**src/rtl/gpio_chg_pkg.sv**
```systemverilog
package gpio_chg_pkg;

    localparam int BUS_W    = 32;
    localparam int SLOT_W   = 3;
    localparam int SLOT_LSB = 2;

    localparam logic [SLOT_W-1:0] SLOT_DIR   = 3'd0;
    localparam logic [SLOT_W-1:0] SLOT_DATA  = 3'd1;
    localparam logic [SLOT_W-1:0] SLOT_IEN   = 3'd2;
    localparam logic [SLOT_W-1:0] SLOT_CHG   = 3'd3;
    localparam logic [SLOT_W-1:0] SLOT_WMASK = 3'd4;
    localparam logic [SLOT_W-1:0] SLOT_TYPE  = 3'd5;

    typedef struct packed {
        logic              hit;
        logic              wr;
        logic [SLOT_W-1:0] slot;
    } bus_dec_t;

    function automatic logic slot_mapped(input logic [SLOT_W-1:0] s);
        return s <= SLOT_TYPE;
    endfunction

endpackage

```
**src/rtl/gpio_in_sync.sv**
```systemverilog
module gpio_in_sync #(
    parameter int NUM_LINES = 8,
    parameter int STAGES    = 2
) (
    input  logic                 clk,
    input  logic                 rst,
    input  logic [NUM_LINES-1:0] pad_in,
    output logic [NUM_LINES-1:0] lvl,
    output logic [NUM_LINES-1:0] edge_det
);
    logic [NUM_LINES-1:0] stage_q [STAGES];
    logic [NUM_LINES-1:0] prev_q;

    for (genvar g = 0; g < STAGES; g++) begin : g_stage
        if (g == 0) begin : g_first
            always_ff @(posedge clk) begin
                if (rst) stage_q[g] <= '0;
                else     stage_q[g] <= pad_in;
            end
        end else begin : g_next
            always_ff @(posedge clk) begin
                if (rst) stage_q[g] <= '0;
                else     stage_q[g] <= stage_q[g-1];
            end
        end
    end

    always_ff @(posedge clk) begin
        if (rst) prev_q <= '0;
        else     prev_q <= stage_q[STAGES-1];
    end

    assign lvl      = stage_q[STAGES-1];
    assign edge_det = stage_q[STAGES-1] ^ prev_q;

endmodule

```
**src/rtl/gpio_cfg_regs.sv**
```systemverilog
module gpio_cfg_regs
    import gpio_chg_pkg::*;
#(
    parameter int NUM_LINES = 8
) (
    input  logic                 clk,
    input  logic                 rst,
    input  bus_dec_t             dec,
    input  logic [NUM_LINES-1:0] wdata,
    output logic [NUM_LINES-1:0] dir_q,
    output logic [NUM_LINES-1:0] out_q,
    output logic [NUM_LINES-1:0] ien_q,
    output logic [NUM_LINES-1:0] wmask_q,
    output logic [NUM_LINES-1:0] type_q
);
    logic we;
    assign we = dec.hit && dec.wr;

    always_ff @(posedge clk) begin
        if (rst) begin
            dir_q   <= '0;
            out_q   <= '0;
            ien_q   <= '0;
            wmask_q <= '1;
            type_q  <= '0;
        end else if (we) begin
            case (dec.slot)
                SLOT_DIR:   dir_q   <= wdata;
                SLOT_DATA:  out_q   <= (out_q & ~wmask_q) | (wdata & wmask_q);
                SLOT_IEN:   ien_q   <= wdata;
                SLOT_WMASK: wmask_q <= wdata;
                SLOT_TYPE:  type_q  <= wdata;
                default:    ;
            endcase
        end
    end

endmodule

```
**src/rtl/gpio_chg_capture.sv**
```systemverilog
module gpio_chg_capture #(
    parameter int NUM_LINES = 8
) (
    input  logic                 clk,
    input  logic                 rst,
    input  logic [NUM_LINES-1:0] edge_det,
    input  logic [NUM_LINES-1:0] clr,
    input  logic [NUM_LINES-1:0] ien,
    output logic [NUM_LINES-1:0] chg_q,
    output logic                 irq
);
    always_ff @(posedge clk) begin
        if (rst) chg_q <= '0;
        else     chg_q <= (chg_q & ~clr) | edge_det;
    end

    assign irq = |(chg_q & ien);

endmodule

```
**src/rtl/gpio_chg_ctrl.sv**
```systemverilog
module gpio_chg_ctrl
    import gpio_chg_pkg::*;
#(
    parameter int NUM_LINES   = 8,
    parameter int ADDR_W      = 5,
    parameter int SYNC_STAGES = 2
) (
    input  logic                 clk,
    input  logic                 rst,
    input  logic                 bus_sel,
    input  logic                 bus_wr,
    input  logic [ADDR_W-1:0]    bus_addr,
    input  logic [BUS_W-1:0]     bus_wdata,
    output logic [BUS_W-1:0]     bus_rdata,
    input  logic [NUM_LINES-1:0] pad_in,
    output logic [NUM_LINES-1:0] pad_out,
    output logic [NUM_LINES-1:0] pad_oe,
    output logic                 irq_out
);
    localparam int TOP_LSB = SLOT_LSB + SLOT_W;

    bus_dec_t             dec;
    logic [NUM_LINES-1:0] wd;
    logic [NUM_LINES-1:0] dir_q, out_q, ien_q, wmask_q, type_q;
    logic [NUM_LINES-1:0] lvl, edge_det, chg_q, chg_clr;
    logic [NUM_LINES-1:0] rd_lines;

    always_comb begin
        dec.slot = bus_addr[TOP_LSB-1:SLOT_LSB];
        dec.wr   = bus_sel && bus_wr;
        dec.hit  = (bus_addr[SLOT_LSB-1:0] == '0)
                && ((bus_addr >> TOP_LSB) == '0)
                && slot_mapped(bus_addr[TOP_LSB-1:SLOT_LSB]);
    end

    assign wd = bus_wdata[NUM_LINES-1:0];

    if (NUM_LINES < BUS_W) begin : g_hi_unused
        logic unused_hi;
        assign unused_hi = ^bus_wdata[BUS_W-1:NUM_LINES];
    end

    gpio_cfg_regs #(.NUM_LINES(NUM_LINES)) u_regs (
        .clk     (clk),
        .rst     (rst),
        .dec     (dec),
        .wdata   (wd),
        .dir_q   (dir_q),
        .out_q   (out_q),
        .ien_q   (ien_q),
        .wmask_q (wmask_q),
        .type_q  (type_q)
    );

    gpio_in_sync #(.NUM_LINES(NUM_LINES), .STAGES(SYNC_STAGES)) u_sync (
        .clk      (clk),
        .rst      (rst),
        .pad_in   (pad_in),
        .lvl      (lvl),
        .edge_det (edge_det)
    );

    assign chg_clr = (dec.hit && dec.wr && dec.slot == SLOT_CHG) ? wd : '0;

    gpio_chg_capture #(.NUM_LINES(NUM_LINES)) u_chg (
        .clk      (clk),
        .rst      (rst),
        .edge_det (edge_det),
        .clr      (chg_clr),
        .ien      (ien_q),
        .chg_q    (chg_q),
        .irq      (irq_out)
    );

    always_comb begin
        rd_lines = '0;
        if (dec.hit) begin
            case (dec.slot)
                SLOT_DIR:   rd_lines = dir_q;
                SLOT_DATA:  rd_lines = (out_q & dir_q) | (lvl & ~dir_q);
                SLOT_IEN:   rd_lines = ien_q;
                SLOT_CHG:   rd_lines = chg_q;
                SLOT_WMASK: rd_lines = wmask_q;
                SLOT_TYPE:  rd_lines = type_q;
                default:    rd_lines = '0;
            endcase
        end
        bus_rdata = '0;
        bus_rdata[NUM_LINES-1:0] = rd_lines;
    end

    assign pad_out = out_q;
    assign pad_oe  = dir_q;

endmodule

```
**config.mk**
```make
export PLATFORM = sky130hd
export DESIGN_NAME = gpio_chg_ctrl
export DESIGN_NICKNAME = d
export VERILOG_FILES = /design/src/rtl/gpio_chg_pkg.sv /design/src/rtl/gpio_in_sync.sv /design/src/rtl/gpio_cfg_regs.sv /design/src/rtl/gpio_chg_capture.sv /design/src/rtl/gpio_chg_ctrl.sv
export SDC_FILE = /design/constraint.sdc
export NUM_CORES = 1
export LEC_CHECK = 0
export CORE_ASPECT_RATIO = 1.25
export CORE_MARGIN = 3
export CORE_UTILIZATION = 52
export DETAILED_ROUTE_END_ITERATION = 6
export PLACE_DENSITY = 0.87
export SKIP_CTS_REPAIR_TIMING = 1
export SLEW_MARGIN = 20
export SYNTH_ARGS = -nofsm -noshare
export SYNTH_HDL_FRONTEND = slang
export SYNTH_HIERARCHICAL = 1
export SYNTH_SLANG_ARGS = --single-unit
```
**constraint.sdc**
```tcl
create_clock -name clk -period 2.4 [get_ports clk]
set_input_delay 0.24 -clock clk [delete_from_list [all_inputs] [get_ports clk]]
set_output_delay 0.24 -clock clk [all_outputs]
set_load 0.02 [all_outputs]
```
# Word level (Yosys, flattened, before mapping)
# Memories as Yosys holds them, arrays and structs flattened.
# Index checks and enable logic that the tools add are counted.
# Widths: inputs -> output; s select.
[op_classes]
n_bitwise = 15
order_cmp = 1
n_reduce_logical = 12
mux = 8
n_eq_ne = 5
[ops]
columns = ["cell", "n"]
rows = [
  ["$and 8x8->8", 6],
  ["$pmux 8 s6", 1],
  ["$mux 8", 4],
  ["$not 8->8", 3],
  ["$or 8x8->8", 3],
  ["$reduce_and 2->1", 5],
  ["$reduce_or 8->1", 1],
  ["$xor 8x8->8", 1],
  ["$eq 3x2->1 const B", 2],
  ["$eq 3x3->1 const B", 2],
  ["$logic_and 1x1->1", 4],
  ["$eq 3x1->1 const B", 1],
  ["$le 3x3->1 const B", 1],
  ["$logic_not 3->1", 1],
  ["$mux 1", 3],
  ["$logic_not 2->1", 1],
  ["$or 1x1->1", 2],
]
[totals]
register_bits = 56
mem_bits_rw = 16
elab_cells = 49
mem_count = 1
output_inout_bits = 49
[mem_list]
columns = ["memory", "depth", "width", "rd", "rd_ports_with_merged_regs", "write_ports", "line", "source"]
rows = [
  ["u_sync.stage_q", 2, 8, 2, 0, 2, "gpio_in_sync.sv:11", "logic [NUM_LINES-1:0] stage_q [STAGES];"],
]

# Logic depth before layout (Yosys ltp)
# Gate-level depths: netlist (run 1).
[depth]
word_depth = 8
ltp_mapped = 7
mapped_depth_nobuf = 6

# Modules after synthesis
# The synthesis (run 1) kept the hierarchy.
[modules_own_cells]
columns = ["mod", "cells_per_inst", "n_inst", "seq_area_each_um2", "area_each_um2"]
rows = [
  ["gpio_cfg_regs", 162, 1, 800.8, 1677.9],
  ["gpio_chg_ctrl", 114, 1, 0.0, 809.5],
  ["gpio_in_sync", 58, 1, 480.5, 763.2],
  ["gpio_chg_capture", 38, 1, 160.2, 321.6],
]

# Least setup slack after synthesis (run 1)
# OpenSTA, ideal clock, no wires.
[synth_timing]
path_type = "input port to flip-flop"
from = "input port bus_addr[3]"
to = "register u_regs.dir_q[0]"
path_buffers = 2
stages = 7
arrival_time_ns = 1.385
path_slack_ns = 0.891
cell_sequence = "buf_6 -> a211o_4 -> clkinv_4 -> and3b_1 -> buf_4 -> nand2_2 -> mux2i_1"
[synth_rtl]
columns = ["item", "line", "source"]
rows = [
  ["from (decl)", "gpio_chg_ctrl.sv:12", "input logic [ADDR_W-1:0] bus_addr,"],
  ["to (signal assigned)", "gpio_cfg_regs.sv:28", "SLOT_DIR: dir_q <= wdata;"],
  ["to (decl)", "gpio_cfg_regs.sv:10", "output logic [NUM_LINES-1:0] dir_q,"],
]

# Worst setup path after layout (run 1)
[layout_timing]
from = "input port bus_addr[3]"
to = "output port bus_rdata[5]"
[layout_between]
elab_chain_len = 3
word_cells_on_any_way = 10
[layout_lines]
columns = ["item", "line", "source"]
rows = [
  ["$eq 3x3->1, or another cell as far along", "gpio_chg_ctrl.sv:78", "case (dec.slot)"],
  ["$pmux 8 s6 / $logic_and 1x1->1 (equally long branches)", "gpio_chg_ctrl.sv:78, gpio_chg_ctrl.sv:33", ""],
  ["$mux 8 *", "gpio_chg_ctrl.sv:77", "if (dec.hit) begin"],
  ["to (decl)", "gpio_chg_ctrl.sv:14", "output logic [BUS_W-1:0] bus_rdata,"],
]
# Every way passes the cells marked *; elsewhere a longest branch is shown, timed or not.

==> results of run 1 <==
-- final cells by class --
type / instances / area [sq um] / area share (%)
timing repair buffer: 74 / 708.2 / 16.33
tap: 87 / 108.9 / 2.511
clock buffer: 13 / 138.9 / 3.203
multi-input combinational: 271 / 1877 / 43.29
clock inverter: 3 / 18.77 / 0.4329
sequential: 72 / 1441 / 33.25
inverter: 10 / 42.54 / 0.9812
-- placed cells by master (no fill, tap or decap), drive strengths merged, types with 8 or more instances in the layout --
| cell | n |
|---|---|
| a21oi | 14 |
| clkdlybuf4s50 | 39 |
| nor2 | 22 |
| nor2b | 22 |
| xor2 | 8 |
| nand3 | 11 |
| conb | 24 |
| clkbuf | 13 |
| nand2 | 10 |
| nand2b | 52 |
| inv | 9 |
| mux2i | 45 |
| dfxtp | 72 |
| a22oi | 11 |
| and2 | 12 |
| dlymetal6s2s | 9 |
| buf | 26 |
| mux2 | 11 |
-- through the flow --
| step | instances | hold WS (ns) |
|---|---|---|
| 4_1_cts | 530 | 0.2494 |
| 2_1_floorplan | 395 | 0.3652 |
| 3_5_place_dp | 514 | 0.4266 |
| 5_1_grt | 530 | 0.2913 |
| 3_3_place_gp | 514 | 0.4136 |
| 6_report | 530 | 0.2624 |
-- layer usage --
metal	vias to the layer above	wire [um]	GRT usage [%]
li1	1331	-	-
met1	1296	3301	24.65
met2	86	3897	32.78
met3	8	468	4.845
met4	0	87	7.542
met5	-	0	0
-- final timing paths --
path              cells after the start  slack (ns)                         endpoint                             from
setup / recovery                      7        0.24                     bus_rdata[5]                      bus_addr[3]
hold / removal                        2        0.26        u_chg/chg_q[6]$_SDFF_PP0_                              rst
setup reg to reg                      3        1.58        u_chg/chg_q[1]$_SDFF_PP0_  u_sync/stage_q[1][1]$_SDFF_PP0_
hold reg to reg                       1        0.44  u_sync/stage_q[1][5]$_SDFF_PP0_  u_sync/stage_q[0][5]$_SDFF_PP0_
-- logic make-up (layout without fill, tap and decap cells) --
family                    after synthesis  after routing  share of synthesized area, %
other                                   1             24                        0.1050
DFF                                    72             72                         40.35
buffers and inverters                  52            100                         9.562
AOI/OAI and AO/OA                      43             43                         7.916
muxes                                  56             56                         16.08
xor gates and xnor gates                8              8                         1.962
and+or+nand+nor                       140            140                         24.03
-- power breakdown --
| group | internal (mW) | switching (mW) | total [mW] |
|---|---|---|---|
| clock network | 0.375 | 0.424 | 0.799 |
| logic | 0.127 | 0.144 | 0.271 |
| registers | 1.22 | 0.0174 | 1.24 |
==> flow_summary.toml, run 1 <==
[yosys]
yosys-top-cells-count = "72 x dfxtp_1, 52 x nand2b_1, 45 x mux2i_1"
netlist.area_leader.share_pct = 40.35
yosysMostFrequentCell = "dfxtp_1"
synth_edf_count = 0
synth_area_leaders = "dfxtp_1 40%, mux2i_1 13%, nand2b_1 9.1%"
syn_area_per_cell_sq_um = 9.603
ys_async_sr_fraction_pct = 0
synth_warnings = 6
synthesis.area_sq_mm = 0.003572
ys_ff_latch = 72
ys_seq_area_share_pct = 40.35
yosysUniqueCellTypes = 36
synthCells = 372
synthFlopType = "dfxtp_1"
synth_top_area_cell = "dfxtp_1"

[clock_tree]
insertion_delay_ns = 0.34
cts_buffer_depth = 2
htreeDepth = 3
cts_sinks = 72
clkSlewWorstSetupHoldPaths_ns = 0.07
cts_buffers = 9
cts_tree = "done"
clockRootBuffer = "clkbuf_8"

[detailed_routing]
dr.pass1.iters = 4
ant_nets = 0
vias = 2721
avgRoutedWirePerCell_um = 14.63
via_per_inst = 5.134
drt-initial-drc-count = 267
drc = 0
totalWireLength_um = 7755

[global_routing]
track_usage_pct = 19.80
grt_max_degree = 73
grt_pass1_vias = 2620
grt_overflow = 0
grt_pass1_wl_um = 12210
antenna_found_initial = 0

[layout]
layout.nets = 487
fin_util_pct = 65.63
drive_gt1_share_pct = 16.48
final_cell_area_sq_mm = 0.004335
n_antenna_cell = 0
fill_cells = 542
area_growth_pct = 21.37

[sta]
fin_setup_tns_ns = 0
setup_viol = 0
finalClockSkew_ns = 0.008527
hold_viol = 0
drv_slew = 0
period_minus_slack_ns = 2.161
fin_ws_ns = 0.2386
fmax_ghz = 0.4627
rsz0062_at_grt = "no"
finalCritPeriodShare_pct = 90.06

[place]
placed_area_sq_mm = 0.004154
dp_slack_ns = -0.1778
place.port_buffers = 49
hpwl_um = 5644
place_congestion = 0.9092

[flow_run]
cap_violations = 0

[setup_path]
crit_family = "buffers and inverters"
max_stage_delay_ns = 0.44
crit_buf_inv = 3
crit_required_ns = 2.16
critPathCaptureType = "primary output"
crit_chain = "clkdlybuf4s50_1 > buf_4 > nor2b_1 > and2_1 > a2bb2oi_1 > a31oi_1 > dlymetal6s2s_1"
crit_slowest_cell = "clkdlybuf4s50_1"
critPathArrivalTime_ns = 1.92
cp-start-kind = "input pin"
crit_type = "input pin to primary output"
crit_fanout = 6

[outcome]
status = "finished, final reports clean"

[floorplan]
io_pins = 98
die_area_sq_mm = 0.007906
die_w_um = 80.13
core-area_sq_mm = 0.006606
placementRows = 33
start_util_pct = 54.07
chipHeight_um = 98.67

[pwr]
p_total_mw = 2.310
leakage_nw = 1.988
powerDensity_mw_per_mm2 = 532.9
ir_drop_v = 0.0004401

[hold_path]
min_path_type = "input pin to register"
Note: power is estimated with default switching activity, not from simulation.
==> run 2, diff against run 1 <==
- CELL_PAD_IN_SITES_DETAIL_PLACEMENT: unset -> 0
- CELL_PAD_IN_SITES_GLOBAL_PLACEMENT: unset -> 2
- CORE_UTILIZATION: 52 -> 31
==> run 2 against run 1 <==
  * Sequential cell count stayed put
  * Clock skew down 0.0064 ns
  * Design area rose by 4.6%
  * Sequential share of layout area shrank 1.5 points
  * Setup slack gained 0.016 ns
  * Hold slack improved by 0.031 ns
  * Global-route usage shrank 6.3 points
  * Maximum frequency grew 0.76%
  * Utilization shrank 25 points
  * Register-to-register slack improved by 0.06 ns
  * Count of clock-buffer cells in the layout unchanged
  * Largest cell class unchanged
  * Largest power group is now clock
==> flow_summary.toml, run 2 (same netlist as run 1, synthesis figures left out) <==
[setup_path]
reg2reg_from = "u_sync/stage_q[1][6]$_SDFF_PP0_"
cp-start-kind = "input pin"
crit_type = "input pin to primary output"
critPathArrivalTime_ns = 1.91
crit_required_ns = 2.16
reg2reg_slack_ns = 1.64
crit_fanout = 7
critPathCaptureType = "primary output"
r2r-end = "u_chg/chg_q[6]$_SDFF_PP0_"
r2r_cells = 3

[place]
place_congestion = 0.7962
dp_slack_ns = -0.1539
hpwl_um = 6135
place.port_buffers = 49
placed_area_sq_mm = 0.004212

[sta]
setup_viol = 0
drv_slew = 0
fin_ws_ns = 0.2550
finalCritPeriodShare_pct = 89.38
fmax_ghz = 0.4662
period_minus_slack_ns = 2.145
hold_viol = 0
rsz0062_at_grt = "no"
hold_slack_ns = 0.2932
finalClockSkew_ns = 0.002093

[pwr]
p_total_mw = 2.849
leakage_nw = 2.044
switching_power_mw = 0.6400
powerDensity_mw_per_mm2 = 628.4
combPwrFrac_pct = 9.6
seqPwrFrac_pct = 43.6
power_frac_clock_pct = 46.8
internal_power_mw = 2.209
ir_drop_v = 0.0003252
swShare_pct = 22.46

[outcome]
status = "finished, final reports clean"

[global_routing]
use_met2_pct = 22.12
grt_busiest_layer = "met2"
antenna_found_initial = 0
met3_usage_pct = 3.213
grt_overflow = 0
track_usage_pct = 13.48
grt_max_degree = 69
grt_pass1_vias = 2598
grt.met1_usage_pct = 16.42
grt_pass1_wl_um = 13260

[floorplan]
placementRows = 43
start_util_pct = 31.92
chipHeight_um = 126.0
io_pins = 98
core-area_sq_mm = 0.01119
die_w_um = 102.0
die_area_sq_mm = 0.01286

[layout]
fin_util_pct = 40.52
layout_common_cells = "72 x dfxtp_1, 52 x nand2b_1, 45 x mux2i_1, 40 x clkdlybuf4s50_1, 24 x conb_1"
area_growth_pct = 26.94
n_antenna_cell = 0
drive_gt1_share_pct = 16.78
final_common_cell = "dfxtp_1"
layout.nets = 485
final_cell_area_sq_mm = 0.004534

[detailed_routing]
via_per_inst = 4.530
avgRoutedWirePerCell_um = 14.71
ant_nets = 0
dr.pass1.iters = 4
vias = 2609
drc = 0
totalWireLength_um = 8471
drt-initial-drc-count = 71

[hold_path]
min_from = "rst"
whs_endpoint = "u_sync/stage_q[1][6]$_SDFF_PP0_"
min_path_type = "input pin to register"
min_path_cells = 2

[clock_tree]
clkSlewWorstSetupHoldPaths_ns = 0.06
cts_buffer_depth = 2
clockRootBuffer = "clkbuf_16"
insertion_delay_ns = 0.33
htreeDepth = 3
cts_sinks = 72
cts_buffers = 9
cts_tree = "done"

[flow_run]
cap_violations = 0
[run 2: area by class of cell]
class | count | area, sq um
flip-flops and latches | 72 | 1441
inverters | 10 | 42.54
repair buffers | 72 | 703.2
clock buffers | 13 | 260.3
clock inverters | 3 | 40.04
well taps | 135 | 168.9
fillers | 1099 | 6656
multi-input cells | 271 | 1878
[run 2: stage by stage]
stage               instances  setup TNS [ns]
finish                    576               0
global route              576               0
CTS                       576         -0.8304
detailed placement        560         -0.7349
global placement          560         -0.7686
floorplan                 395               0
[run 2: how the worst max path moves through the flow]
stage,startpoint,to,slack [ns],depth (start not counted)
floorplan,bus_addr[3],u_regs/dir_q[0]$_SDFFE_PP0P_,0.89,7
global placement,bus_addr[3],bus_rdata[5],-0.16,7
detailed placement,bus_addr[3],bus_rdata[5],-0.15,7
CTS,bus_addr[3],bus_rdata[5],-0.16,7
global route,bus_addr[3],bus_rdata[6],0.11,7
finish,bus_addr[3],bus_rdata[6],0.25,7
[run 2: power by group through the flow]
stage	combinational, mW	clock (mW)	sequential, mW
finish	0.273	1.33	1.24
global route	0.298	1.41	1.25
CTS	0.275	1.36	1.24
detailed placement	0.273	0	1.27
global placement	0.270	0	1.27
floorplan	0.198	0	1.26
[run 2: critical path, stage by stage]
cell and delay [ns]:
clkdlybuf4s50_1 0.51, buf_4 0.17, buf_4 0.15, mux2_2 0.32
o21ai_0 0.16, a31oi_1 0.13, dlymetal6s2s_1 0.22
[run 2: routing by layer]
layer / vias up / wire (um)
met2: 65 / 4179
li1: 1322 / -
met1: 1211 / 3803
met5: - / 0
met3: 11 / 346
met4: 0 / 140
==> run 3, diff against run 2 <==
- GPL_ROUTABILITY_DRIVEN: unset -> 0
==> results of run 3 <==
Same layout as run 2: the final DEF is identical, and so are final timing and power.
